## src/rtl/pcnu_pkg.sv

```systemverilog
`timescale 1ns/1ps
// Package: opcode and function encodings decoded by the next-address unit,
// plus the selector type that passes from the decoder to the target logic.
// Assumes the 6-bit opcode sits in instruction bits 31:26 and the 6-bit
// function field sits in bits 5:0.
package pcnu_pkg;

    localparam int OPC_W = 6;
    localparam int FUN_W = 6;

    localparam logic [OPC_W-1:0] OPC_REGOP = 6'd0;
    localparam logic [OPC_W-1:0] OPC_JABS  = 6'd2;
    localparam logic [OPC_W-1:0] OPC_JLINK = 6'd3;
    localparam logic [OPC_W-1:0] OPC_BREQ  = 6'd4;
    localparam logic [OPC_W-1:0] OPC_BRNE  = 6'd5;
    localparam logic [FUN_W-1:0] FUN_JREG  = 6'd8;

    typedef enum logic [1:0] {
        NXT_SEQ    = 2'd0,
        NXT_BRANCH = 2'd1,
        NXT_JABS   = 2'd2,
        NXT_JREG   = 2'd3
    } nxt_sel_e;

    typedef struct packed {
        nxt_sel_e sel;
        logic     link;
    } nxt_ctl_t;

endpackage

```

## src/rtl/pcnu_decode.sv

```systemverilog
`timescale 1ns/1ps
// Module: pcnu_decode
// Decodes only the opcode and function fields that matter for control flow,
// and resolves branch conditions by comparing the two register operands.
// Assumes: operands have DATA_W bits; all unlisted opcodes are sequential.
module pcnu_decode
    import pcnu_pkg::*;
#(
    parameter int DATA_W = 32
) (
    input  logic [OPC_W-1:0]  opcode,
    input  logic [FUN_W-1:0]  funct,
    input  logic [DATA_W-1:0] opa,
    input  logic [DATA_W-1:0] opb,
    output nxt_ctl_t          ctl
);

    logic [DATA_W-1:0] bit_same;
    logic              ops_equal;

    // One equality cell per operand bit.
    for (genvar i = 0; i < DATA_W; i++) begin : g_cmp
        assign bit_same[i] = ~(opa[i] ^ opb[i]);
    end

    assign ops_equal = &bit_same;

    // Map the opcode and function fields to a next-address source.
    always_comb begin
        ctl.sel  = NXT_SEQ;
        ctl.link = 1'b0;
        unique case (opcode)
            OPC_BREQ:  ctl.sel = ops_equal ? NXT_BRANCH : NXT_SEQ;
            OPC_BRNE:  ctl.sel = ops_equal ? NXT_SEQ : NXT_BRANCH;
            OPC_JABS:  ctl.sel = NXT_JABS;
            OPC_JLINK: begin
                ctl.sel  = NXT_JABS;
                ctl.link = 1'b1;
            end
            OPC_REGOP: ctl.sel = (funct == FUN_JREG) ? NXT_JREG : NXT_SEQ;
            default:   ctl.sel = NXT_SEQ;
        endcase
    end

endmodule

```

## src/rtl/pcnu_target.sv

```systemverilog
`timescale 1ns/1ps
// Module: pcnu_target
// Forms the four candidate addresses and selects one of them.
// - Branch: word offset added to PC+4.
// - Absolute jump: keeps the PC region bits above the jump index.
// - Register jump: clears the low two bits of the register value.
// Assumes ADDR_W >= IMM_W + 2 and ADDR_W > TGT_W + 2.
module pcnu_target
    import pcnu_pkg::*;
#(
    parameter int ADDR_W = 32,
    parameter int IMM_W  = 16,
    parameter int TGT_W  = 26
) (
    input  logic [ADDR_W-1:0] pc,
    input  nxt_sel_e          sel,
    input  logic [IMM_W-1:0]  imm,
    input  logic [TGT_W-1:0]  tgt,
    input  logic [ADDR_W-1:0] reg_addr,
    output logic [ADDR_W-1:0] nxt_pc,
    output logic [ADDR_W-1:0] seq_pc,
    output logic              bad_align
);

    localparam int WSH      = 2;
    localparam int REGION_W = ADDR_W - TGT_W - WSH;
    localparam int EXT_W    = ADDR_W - IMM_W - WSH;

    logic [ADDR_W-1:0] br_off;
    logic [ADDR_W-1:0] br_pc;
    logic [ADDR_W-1:0] abs_pc;
    logic [ADDR_W-1:0] reg_pc;

    // Sequential successor, also the base for branches and the link value.
    assign seq_pc = pc + ADDR_W'(4);

    // Sign-extend the word offset and scale it to bytes.
    assign br_off = {{EXT_W{imm[IMM_W-1]}}, imm, {WSH{1'b0}}};
    assign br_pc  = seq_pc + br_off;

    // Region bits from the current PC, word index from the instruction.
    assign abs_pc = {pc[ADDR_W-1 -: REGION_W], tgt, {WSH{1'b0}}};

    // Register target forced onto a word boundary.
    assign reg_pc = {reg_addr[ADDR_W-1:WSH], {WSH{1'b0}}};

    // Pick the next address for the selected source.
    always_comb begin
        unique case (sel)
            NXT_BRANCH: nxt_pc = br_pc;
            NXT_JABS:   nxt_pc = abs_pc;
            NXT_JREG:   nxt_pc = reg_pc;
            default:    nxt_pc = seq_pc;
        endcase
    end

    // Report a register target that needed correction.
    assign bad_align = (sel == NXT_JREG) && (|reg_addr[WSH-1:0]);

endmodule

```

## src/rtl/pcnu_pc_reg.sv

```systemverilog
`timescale 1ns/1ps
// Module: pcnu_pc_reg
// Program counter register and the one-cycle misalignment flag.
// Assumes synchronous active-low reset; hold blocks both the PC update and
// the setting of the flag.
module pcnu_pc_reg #(
    parameter int              ADDR_W     = 32,
    parameter logic [ADDR_W-1:0] RESET_ADDR = '0
) (
    input  logic              clk,
    input  logic              rst_n,
    input  logic              hold,
    input  logic [ADDR_W-1:0] nxt_pc,
    input  logic              flag_set,
    output logic [ADDR_W-1:0] pc,
    output logic              flag
);

    // Update the PC unless held.
    always_ff @(posedge clk) begin
        if (!rst_n) begin
            pc <= RESET_ADDR;
        end else if (!hold) begin
            pc <= nxt_pc;
        end
    end

    // Flag lives for one cycle after an accepted corrected jump.
    always_ff @(posedge clk) begin
        if (!rst_n) begin
            flag <= 1'b0;
        end else begin
            flag <= flag_set & ~hold;
        end
    end

endmodule

```

## src/rtl/pcnu_top.sv

```systemverilog
`timescale 1ns/1ps
// Module: pcnu_top
// Program counter with next-address selection. It decodes branch and jump
// forms from the fetched word, computes the target and registers it.
// Assumes 32-bit instruction words: opcode in 31:26, offset in 15:0,
// jump index in 25:0, function field in 5:0.
module pcnu_top
    import pcnu_pkg::*;
#(
    parameter int              ADDR_W     = 32,
    parameter int              IMM_W      = 16,
    parameter int              TGT_W      = 26,
    parameter logic [ADDR_W-1:0] RESET_ADDR = '0
) (
    input  logic              clk,
    input  logic              rst_n,
    input  logic              stall,
    input  logic [31:0]       instr,
    input  logic [ADDR_W-1:0] rs_val,
    input  logic [ADDR_W-1:0] rt_val,
    output logic [ADDR_W-1:0] pc,
    output logic [ADDR_W-1:0] link_addr,
    output logic              link_we,
    output logic              misalign
);

    localparam int INSTR_W = 32;

    nxt_ctl_t          ctl;
    logic [ADDR_W-1:0] nxt_pc;
    logic [ADDR_W-1:0] seq_pc;
    logic              bad_align;

    pcnu_decode #(.DATA_W(ADDR_W)) u_dec (
        .opcode (instr[INSTR_W-1 -: OPC_W]),
        .funct  (instr[FUN_W-1:0]),
        .opa    (rs_val),
        .opb    (rt_val),
        .ctl    (ctl)
    );

    pcnu_target #(.ADDR_W(ADDR_W), .IMM_W(IMM_W), .TGT_W(TGT_W)) u_tgt (
        .pc        (pc),
        .sel       (ctl.sel),
        .imm       (instr[IMM_W-1:0]),
        .tgt       (instr[TGT_W-1:0]),
        .reg_addr  (rs_val),
        .nxt_pc    (nxt_pc),
        .seq_pc    (seq_pc),
        .bad_align (bad_align)
    );

    pcnu_pc_reg #(.ADDR_W(ADDR_W), .RESET_ADDR(RESET_ADDR)) u_reg (
        .clk      (clk),
        .rst_n    (rst_n),
        .hold     (stall),
        .nxt_pc   (nxt_pc),
        .flag_set (bad_align),
        .pc       (pc),
        .flag     (misalign)
    );

    // Return address and its write strobe, suppressed while stalled.
    assign link_addr = seq_pc;
    assign link_we   = ctl.link & ~stall;

endmodule

```

## config.mk

```make
export PLATFORM = sky130hd
export DESIGN_NAME = pcnu_top
export DESIGN_NICKNAME = d
export VERILOG_FILES = /design/src/rtl/pcnu_pkg.sv /design/src/rtl/pcnu_decode.sv /design/src/rtl/pcnu_target.sv /design/src/rtl/pcnu_pc_reg.sv /design/src/rtl/pcnu_top.sv
export SDC_FILE = /design/constraint.sdc
export NUM_CORES = 1
export LEC_CHECK = 0
export BUFFER_PORTS_ARGS = -buffer_cell sky130_fd_sc_hd__buf_2
export CELL_PAD_IN_SITES_DETAIL_PLACEMENT = 1
export CELL_PAD_IN_SITES_GLOBAL_PLACEMENT = 1
export CORE_MARGIN = 5
export CORE_UTILIZATION = 30
export DETAILED_ROUTE_END_ITERATION = 12
export GPL_TIMING_DRIVEN = 0
export PLACE_DENSITY = 0.83
export REMOVE_ABC_BUFFERS = 1
export SKIP_CTS_REPAIR_TIMING = 1
export SKIP_LAST_GASP = 1
export SLEW_MARGIN = 20
export SYNTH_ARGS = -nofsm -noshare
export SYNTH_HDL_FRONTEND = slang
export SYNTH_SLANG_ARGS = --single-unit
export TNS_END_PERCENT = 5
```

## constraint.sdc

```tcl
create_clock -name clk -period 5.3 [get_ports clk]
set_clock_uncertainty 0.05 [all_clocks]
set_input_delay 1.06 -clock clk [delete_from_list [all_inputs] [get_ports clk]]
set_output_delay 1.06 -clock clk [all_outputs]
set_load 0.02 [all_outputs]
```

==> results.toml, run 1 <==
[status]
status = "finished clean"

[floorplan]
dieArea_sq_mm = 0.0173
die_h_microns = 132
initial_core_util = 0.305
die_w_microns = 132
std_cell_rows = 44
coreArea_sq_mm = 0.0145
ios = 165

[cts]
clk_pin_slew_ns = 0.06
cts.root.buffer_cell = "clkbuf_16"
clkLatencyLatePin_ns = 0.28
cts_tree = "done"
cts_max_level = 2
clock_path_buffers = 2
clock-sinks = 31
cts_buffers = 5

[timing]
rsz0062_at_grt = "no"
fin_crit_sh = 0.943
hold_ws_ns = 0.489
max-slew-margin-rel = 0.220
setup_viol = 0
setup-tns-final_ns = 0
period_needed_ns = 5.00
clock.fmax_ghz = 0.200
finalMaxSlewViolations = 0
tightest_slew_ns = 1.17
finalHoldViolations = 0

[logic_synthesis]
synth.top_cells.by_area = "dfxtp_1 14%, ha_1 9.6%, xor2_1 9.3%"
synth.most_common_cell = "nor2_1"
synth_edf_count = 0
avgSynthCellArea_sq_um = 7.33
synth_top_area_share = 0.140
synthesis.area_sq_mm = 0.00443
synthFlopType = "dfxtp_1"
yosysTopAreaCell = "dfxtp_1"
yosysSeqAreaShare = 0.140
ys_seq_elements = 31
netlist_instances = 605
async_reset_ff_frac = 0
ys_warn_count = 0
synthTopCellsByCount = "48 x nor2_1, 47 x xor2_1, 46 x nand2_1, 43 x o21ai_0, 38 x a21oi_1"
synthDistinctLibCells = 70

[placed_design]
hpwlAfterDp_mm = 16.0
gpl.final_weighted_congestion = 0.913
io_buffers = 160

[global_routing]
antenna_found_initial = 3
grt_pass1_vias = 5693
grt_pass1_wl_mm = 31.4
grt_start_max_net_pins = 38
grt-ovfl-total = 0
track_usage = 0.223

[detailed_routing]
post_drt_wl_per_cell_microns = 21.8
firstDrtPassIters = 5
viasPerCell = 5.88
vias = 5505
drtIter0Drc = 452
drc = 0
detail-route-antenna-nets = 0
wl_mm = 20.4

[run]
drv_cap = 0

[critical_path]
r2r_setup_slack_ns = 0.30
cp-start-kind = "flop"
arrival_ns = 5.09
endpoint_kind = "flop"
crit_required_ns = 5.39
worstSetupStartpoint = "u_reg.pc[2]"
r2r_start = "u_reg.pc[2]"
worst-path-max-fanout = 9
r2r-end = "u_reg.pc[30]"
crit_type = "flop to flop"
ff2ff_path_depth = 15
slowest_delay_ns = 0.53
setup.worst_path.end = "u_reg.pc[30]"
worstPathCellList = "ha_1, and2_1, nor2b_1, nand4_1, xnor2_1, ha_1, o21ai_0, nand2b_1, and3_1, a221o_1, a21oi_1, o221ai_1, a31oi_1, xor2_1, a31oi_1"
cpMaxStageDelayCell = "and2_1"

[cells_and_area]
drive_above_1_share = 0.252
layout.nets = 884
fillers = 1858
regArea_sq_um = 621
areaGrowthSynthToFinish_pct = 24.8
multi_input_area_sq_mm = 0.00363

[worst_hold_path]
hp-start = "u_reg.pc[27]"
hp-class = "flop to flop"

[power_and_ir_drop]
p_per_area_mw_per_mm2 = 170
peakVddDrop_mv = 0.172
p_leak_nw = 2.55
p_total_mw = 0.939
==> where the power goes <==
part	internal (mW)	total [mW]	switching [mW]	leakage [nW]
clock network	0.201	0.325	0.124	0.0772
registers	0.243	0.259	0.0154	0.253
logic	0.135	0.356	0.221	2.22
==> critical path, delay by kind of cell (launching register included) <==
kind	cells	cell delay, ns
DFF	1	0.49
adders and majority gates	2	0.68
and+or+nand+nor	5	1.51
AOI/OAI and AO/OA	6	1.60
xor gates and xnor gates	2	0.52
==> flip-flops by register name, summed over array words and instances, names as in the netlist <==
register / cells
u_reg.pc: 30
u_reg.flag: 1
==> logic make-up (layout without fill, tap and decap cells) <==
logic type / Yosys count / in the layout / share of synthesized area
compound gates: 190 / 190 / 0.288
flops: 31 / 31 / 0.140
fa+ha+maj: 35 / 35 / 0.100
buf+inv: 46 / 189 / 0.0457
other cells: 1 / 5 / 0.000846
simple gates: 215 / 215 / 0.251
xor+xnor: 82 / 82 / 0.162
mux: 5 / 5 / 0.0119
==> cell type report <==
class                   instances  share of cell area
inverters                      16              0.0109
clock buffers                   8              0.0283
repair buffers                165               0.151
flip-flops and latches         31               0.112
multi-input cells             531               0.656
well taps                     184              0.0416
diodes                          1            0.000452
==> per-layer routing <==
layer  track usage  wire length (microns)  up-vias
met5             0                     21        -
met3        0.0485                   1570       51
met4        0.0829                    696        4
met2         0.352                   9080      241
li1              -                      -     2567
met1         0.297                   9050     2642
==> placed cells by master, fill, tap and decap left out, types with 7 or more instances in the layout <==
master    count
nand2_1      46
nand2b_1      8
ha_1         34
a21oi_1      38
xor2_1       47
a21o_1       12
and3_1       13
nor3_1       14
buf_2       162
nor4_1       10
inv_1        16
o31ai_1       7
o21a_1        8
nor2_1       47
dfxtp_1      31
nand3_1      29
o21ai_0      43
a22oi_1      11
a221oi_1     10
a31oi_1      15
xnor2_1      35
nand4_1      16
==> how the worst min path moves through the flow <==
stage                         endpoint  slack (ns)  cells after the start
final                     u_reg.pc[27]        0.49                      2
after detailed placement  u_reg.pc[27]        0.48                      2
after global routing      u_reg.pc[22]        0.51                      2
after CTS                 u_reg.pc[27]        0.49                      2
after floorplan           u_reg.pc[22]        0.54                      2
after global placement    u_reg.pc[27]        0.47                      2
==> metrics by stage <==
| step | cell area (sq um) | instances | setup slack, ns | utilization |
|---|---|---|---|---|
| 2_1_floorplan | 4300 | 578 | 0.210 | - |
| 3_3_place_gp | 5330 | 922 | -3.43 | 0.367 |
| 3_5_place_dp | 5370 | 927 | 0.498 | 0.370 |
| 4_1_cts | 5530 | 935 | 0.459 | 0.381 |
| 5_1_grt | 5530 | 936 | 0.0826 | 0.381 |
| 6_report | 5530 | 936 | 0.300 | 0.381 |
No activity file was read; power rests on OpenSTA's default activity.
==> inputs of run 2 (changes only) <==
--- a/config.mk
+++ b/config.mk
@@ -12,12 +12,13 @@
 export CORE_UTILIZATION = 30
 export DETAILED_ROUTE_END_ITERATION = 12
 export GPL_TIMING_DRIVEN = 0
-export PLACE_DENSITY = 0.83
+export PLACE_DENSITY = 0.79
 export REMOVE_ABC_BUFFERS = 1
 export SKIP_CTS_REPAIR_TIMING = 1
 export SKIP_LAST_GASP = 1
 export SLEW_MARGIN = 20
 export SYNTH_ARGS = -nofsm -noshare
 export SYNTH_HDL_FRONTEND = slang
+export SYNTH_HIERARCHICAL = 1
 export SYNTH_SLANG_ARGS = --single-unit
 export TNS_END_PERCENT = 5
==> run 2 against run 1 <==
Compared with the run above: setup slack improved by 0.073 ns; flip-flop and latch count increased by 2; highest routed layer is now met4; area after synthesis increased by 11%.
==> results.toml, run 2 <==
[status]
status = "finished clean"

[critical_path]
cpLargestDelayFamily = "simple AND/OR/NAND/NOR gates"
slowest_delay_ns = 0.54
critPathBufInv = 0
worstPathCellList = "ha_1, and4_1, nand3_1, nor3_2, nand2_1, xnor2_1, ha_1, a21oi_1, o21ai_1, a2111oi_4, a2111oi_4, or4_1, a41o_1, nand3_2, mux2i_1, nor2b_1"
cpMaxStageDelayCell = "nor3_2"
crit_required_ns = 5.48
endpoint_kind = "flop"
worst-path-max-fanout = 6
crit_type = "flop to flop"
cp-start-kind = "flop"
arrival_ns = 5.11

[detailed_routing]
drtIter0Drc = 385
met2_length_mm = 9.60
wl_mm = 19.6
drc = 0
highest_layer = "met4"
viasPerCell = 5.41
wl_met1_mm = 8.76
detail-route-antenna-nets = 0
vias = 5060
post_drt_wl_per_cell_microns = 21.0
firstDrtPassIters = 4
dr_wl_met3_mm = 1.09

[placed_design]
dp_cells = 926
hpwlAfterDp_mm = 15.7
io_buffers = 164
gpl.final_weighted_congestion = 0.877

[logic_synthesis]
ys_warn_count = 6
synth_edf_count = 0
synthTopCellsByCount = "68 x xnor2_1, 42 x nor2b_1, 37 x nand2_1, 36 x mux2i_1, 34 x ha_1"
yosysSeqAreaShare = 0.135
ys_seq_elements = 33
async_reset_ff_frac = 0
synth.top_cells.by_area = "dfxtp_1 13%, xnor2_1 12%, mux4_2 9.6%"
synthFlopType = "dfxtp_1"
synthDistinctLibCells = 69
synth_top_area_share = 0.135
yosysTopAreaCell = "dfxtp_1"
synth.most_common_cell = "xnor2_1"
synthesis.area_sq_mm = 0.00491
avgSynthCellArea_sq_um = 8.62
netlist_instances = 569

[power_and_ir_drop]
p_sw_mw = 0.286
p_leak_nw = 2.73
p_int_mw = 0.604
clock_power_share = 0.414
p_per_area_mw_per_mm2 = 147
switching_share = 0.321
peakVddDrop_mv = 0.105
p_comb_frac = 0.294
seq_power_share = 0.292

[global_routing]
grt_pass1_vias = 5223
grt-ovfl-total = 0
antenna_found_initial = 0
grt_pass1_wl_mm = 29.6
grt_start_max_net_pins = 36
track_usage = 0.204

[floorplan]
std_cell_rows = 46
ios = 165
dieArea_sq_mm = 0.0190
initial_core_util = 0.308
die_h_microns = 138
die_w_microns = 138
coreArea_sq_mm = 0.0159

[cells_and_area]
areaGrowthSynthToFinish_pct = 23.2
layout.nets = 851
layoutNonFillerInstCount = 935
mostFrequentLayoutCells = "163 x buf_2, 68 x xnor2_1, 42 x nor2b_1, 37 x nand2_1, 36 x mux2i_1"
max_flop_register = "u_reg/pc"
reg.largest.list = "u_reg/pc (32), u_reg/flag (1)"
drive_above_1_share = 0.292
largest_register_ffs = 32
layout_commonest_cell = "buf_2"

[timing]
finalMaxSlewViolations = 0
hold_ws_ns = 0.513
setup_viol = 0
period_needed_ns = 4.93
setup-tns-final_ns = 0
tightest_slew_ns = 0.722
max-slew-margin-rel = 0.519
rsz0062_at_grt = "no"
fin_crit_sh = 0.930
finalHoldViolations = 0
clock.fmax_ghz = 0.203

[cts]
clock-sinks = 33
cts_max_level = 2
clkLatencyLatePin_ns = 0.30
cts_tree = "done"
cts_buffers = 5
clk_pin_slew_ns = 0.06
cts.root.buffer_cell = "clkbuf_16"
clock_path_buffers = 2

[run]
drv_cap = 0

[worst_hold_path]
hp-class = "flop to flop"
[run 2: cell count changes in the layout (fill, tap and decap cells not counted), moves of 11 or more]
cell     previous run  this run
o21ai_0            43         9
nor2_1             47        29
xor2_1             47        16
nor2b_1             5        42
a31oi_1            15         3
xnor2_1            35        68
mux4_2              0        21
nand3_1            29        15
o21ai_1             1        12
mux2i_1             3        36
[run 2: metrics by stage]
| stage | util | power [mW] | setup WS [ns] | instance area, sq um |
|---|---|---|---|---|
| 6_report | 0.379 | 0.890 | 0.372 | 6040 |
| 5_1_grt | 0.379 | 0.934 | 0.125 | 6040 |
| 4_1_cts | 0.378 | 0.905 | 0.190 | 6030 |
| 3_5_place_dp | 0.367 | 0.527 | 0.288 | 5860 |
| 3_3_place_gp | 0.365 | 0.520 | -0.776 | 5820 |
| 2_1_floorplan | - | 0.412 | 1.03 | 4730 |
[run 2: worst paths after layout]
path,start,end,slack (ns),depth (start not counted)
setup reg to reg,u_reg/pc[2],u_reg/pc[31],0.37,16
setup / recovery,u_reg/pc[2],u_reg/pc[31],0.37,16
hold reg to reg,u_reg/pc[0],u_reg/pc[0],0.51,2
hold / removal,u_reg/pc[0],u_reg/pc[0],0.51,2
[run 2: layout make-up]
type                    count  area [sq um]
diodes                      1          2.50
multi-input cells         497          4030
clock buffers               6           139
repair buffers            165           851
flip-flops and latches     33           661
well taps                 216           270
inverters                  15          56.3
clock inverters             2          37.5
fillers                  1951          9900
[run 2: per-layer routing]
layer	GRT usage	vias to the layer above
li1	-	2410
met1	0.270	2502
met2	0.350	138
met3	0.0366	10
met4	0.0384	0
met5	0	-
[run 2: logic make-up after synthesis]
logic type	share of synthesized area
adder cells (fa/ha/maj)	0.0908
multiplexers	0.172
AO/OA/AOI/OAI	0.165
XOR/XNOR	0.150
AND/OR/NAND/NOR	0.241
buffers and inverters	0.0467
flip-flops	0.135
[run 2: power by group through the flow]
| stage | clock (mW) | sequential (mW) | combinational (mW) |
|---|---|---|---|
| CTS | 0.381 | 0.260 | 0.264 |
| floorplan | 0 | 0.269 | 0.143 |
| global route | 0.387 | 0.260 | 0.286 |
| global placement | 0 | 0.265 | 0.255 |
| finish | 0.368 | 0.260 | 0.262 |
| detailed placement | 0 | 0.265 | 0.262 |
[run 2: tightest hold or removal path, stage by stage, from the launching register on]
cell     delay [ns]
dfxtp_1        0.33
mux2i_1        0.13
nor2b_1        0.05
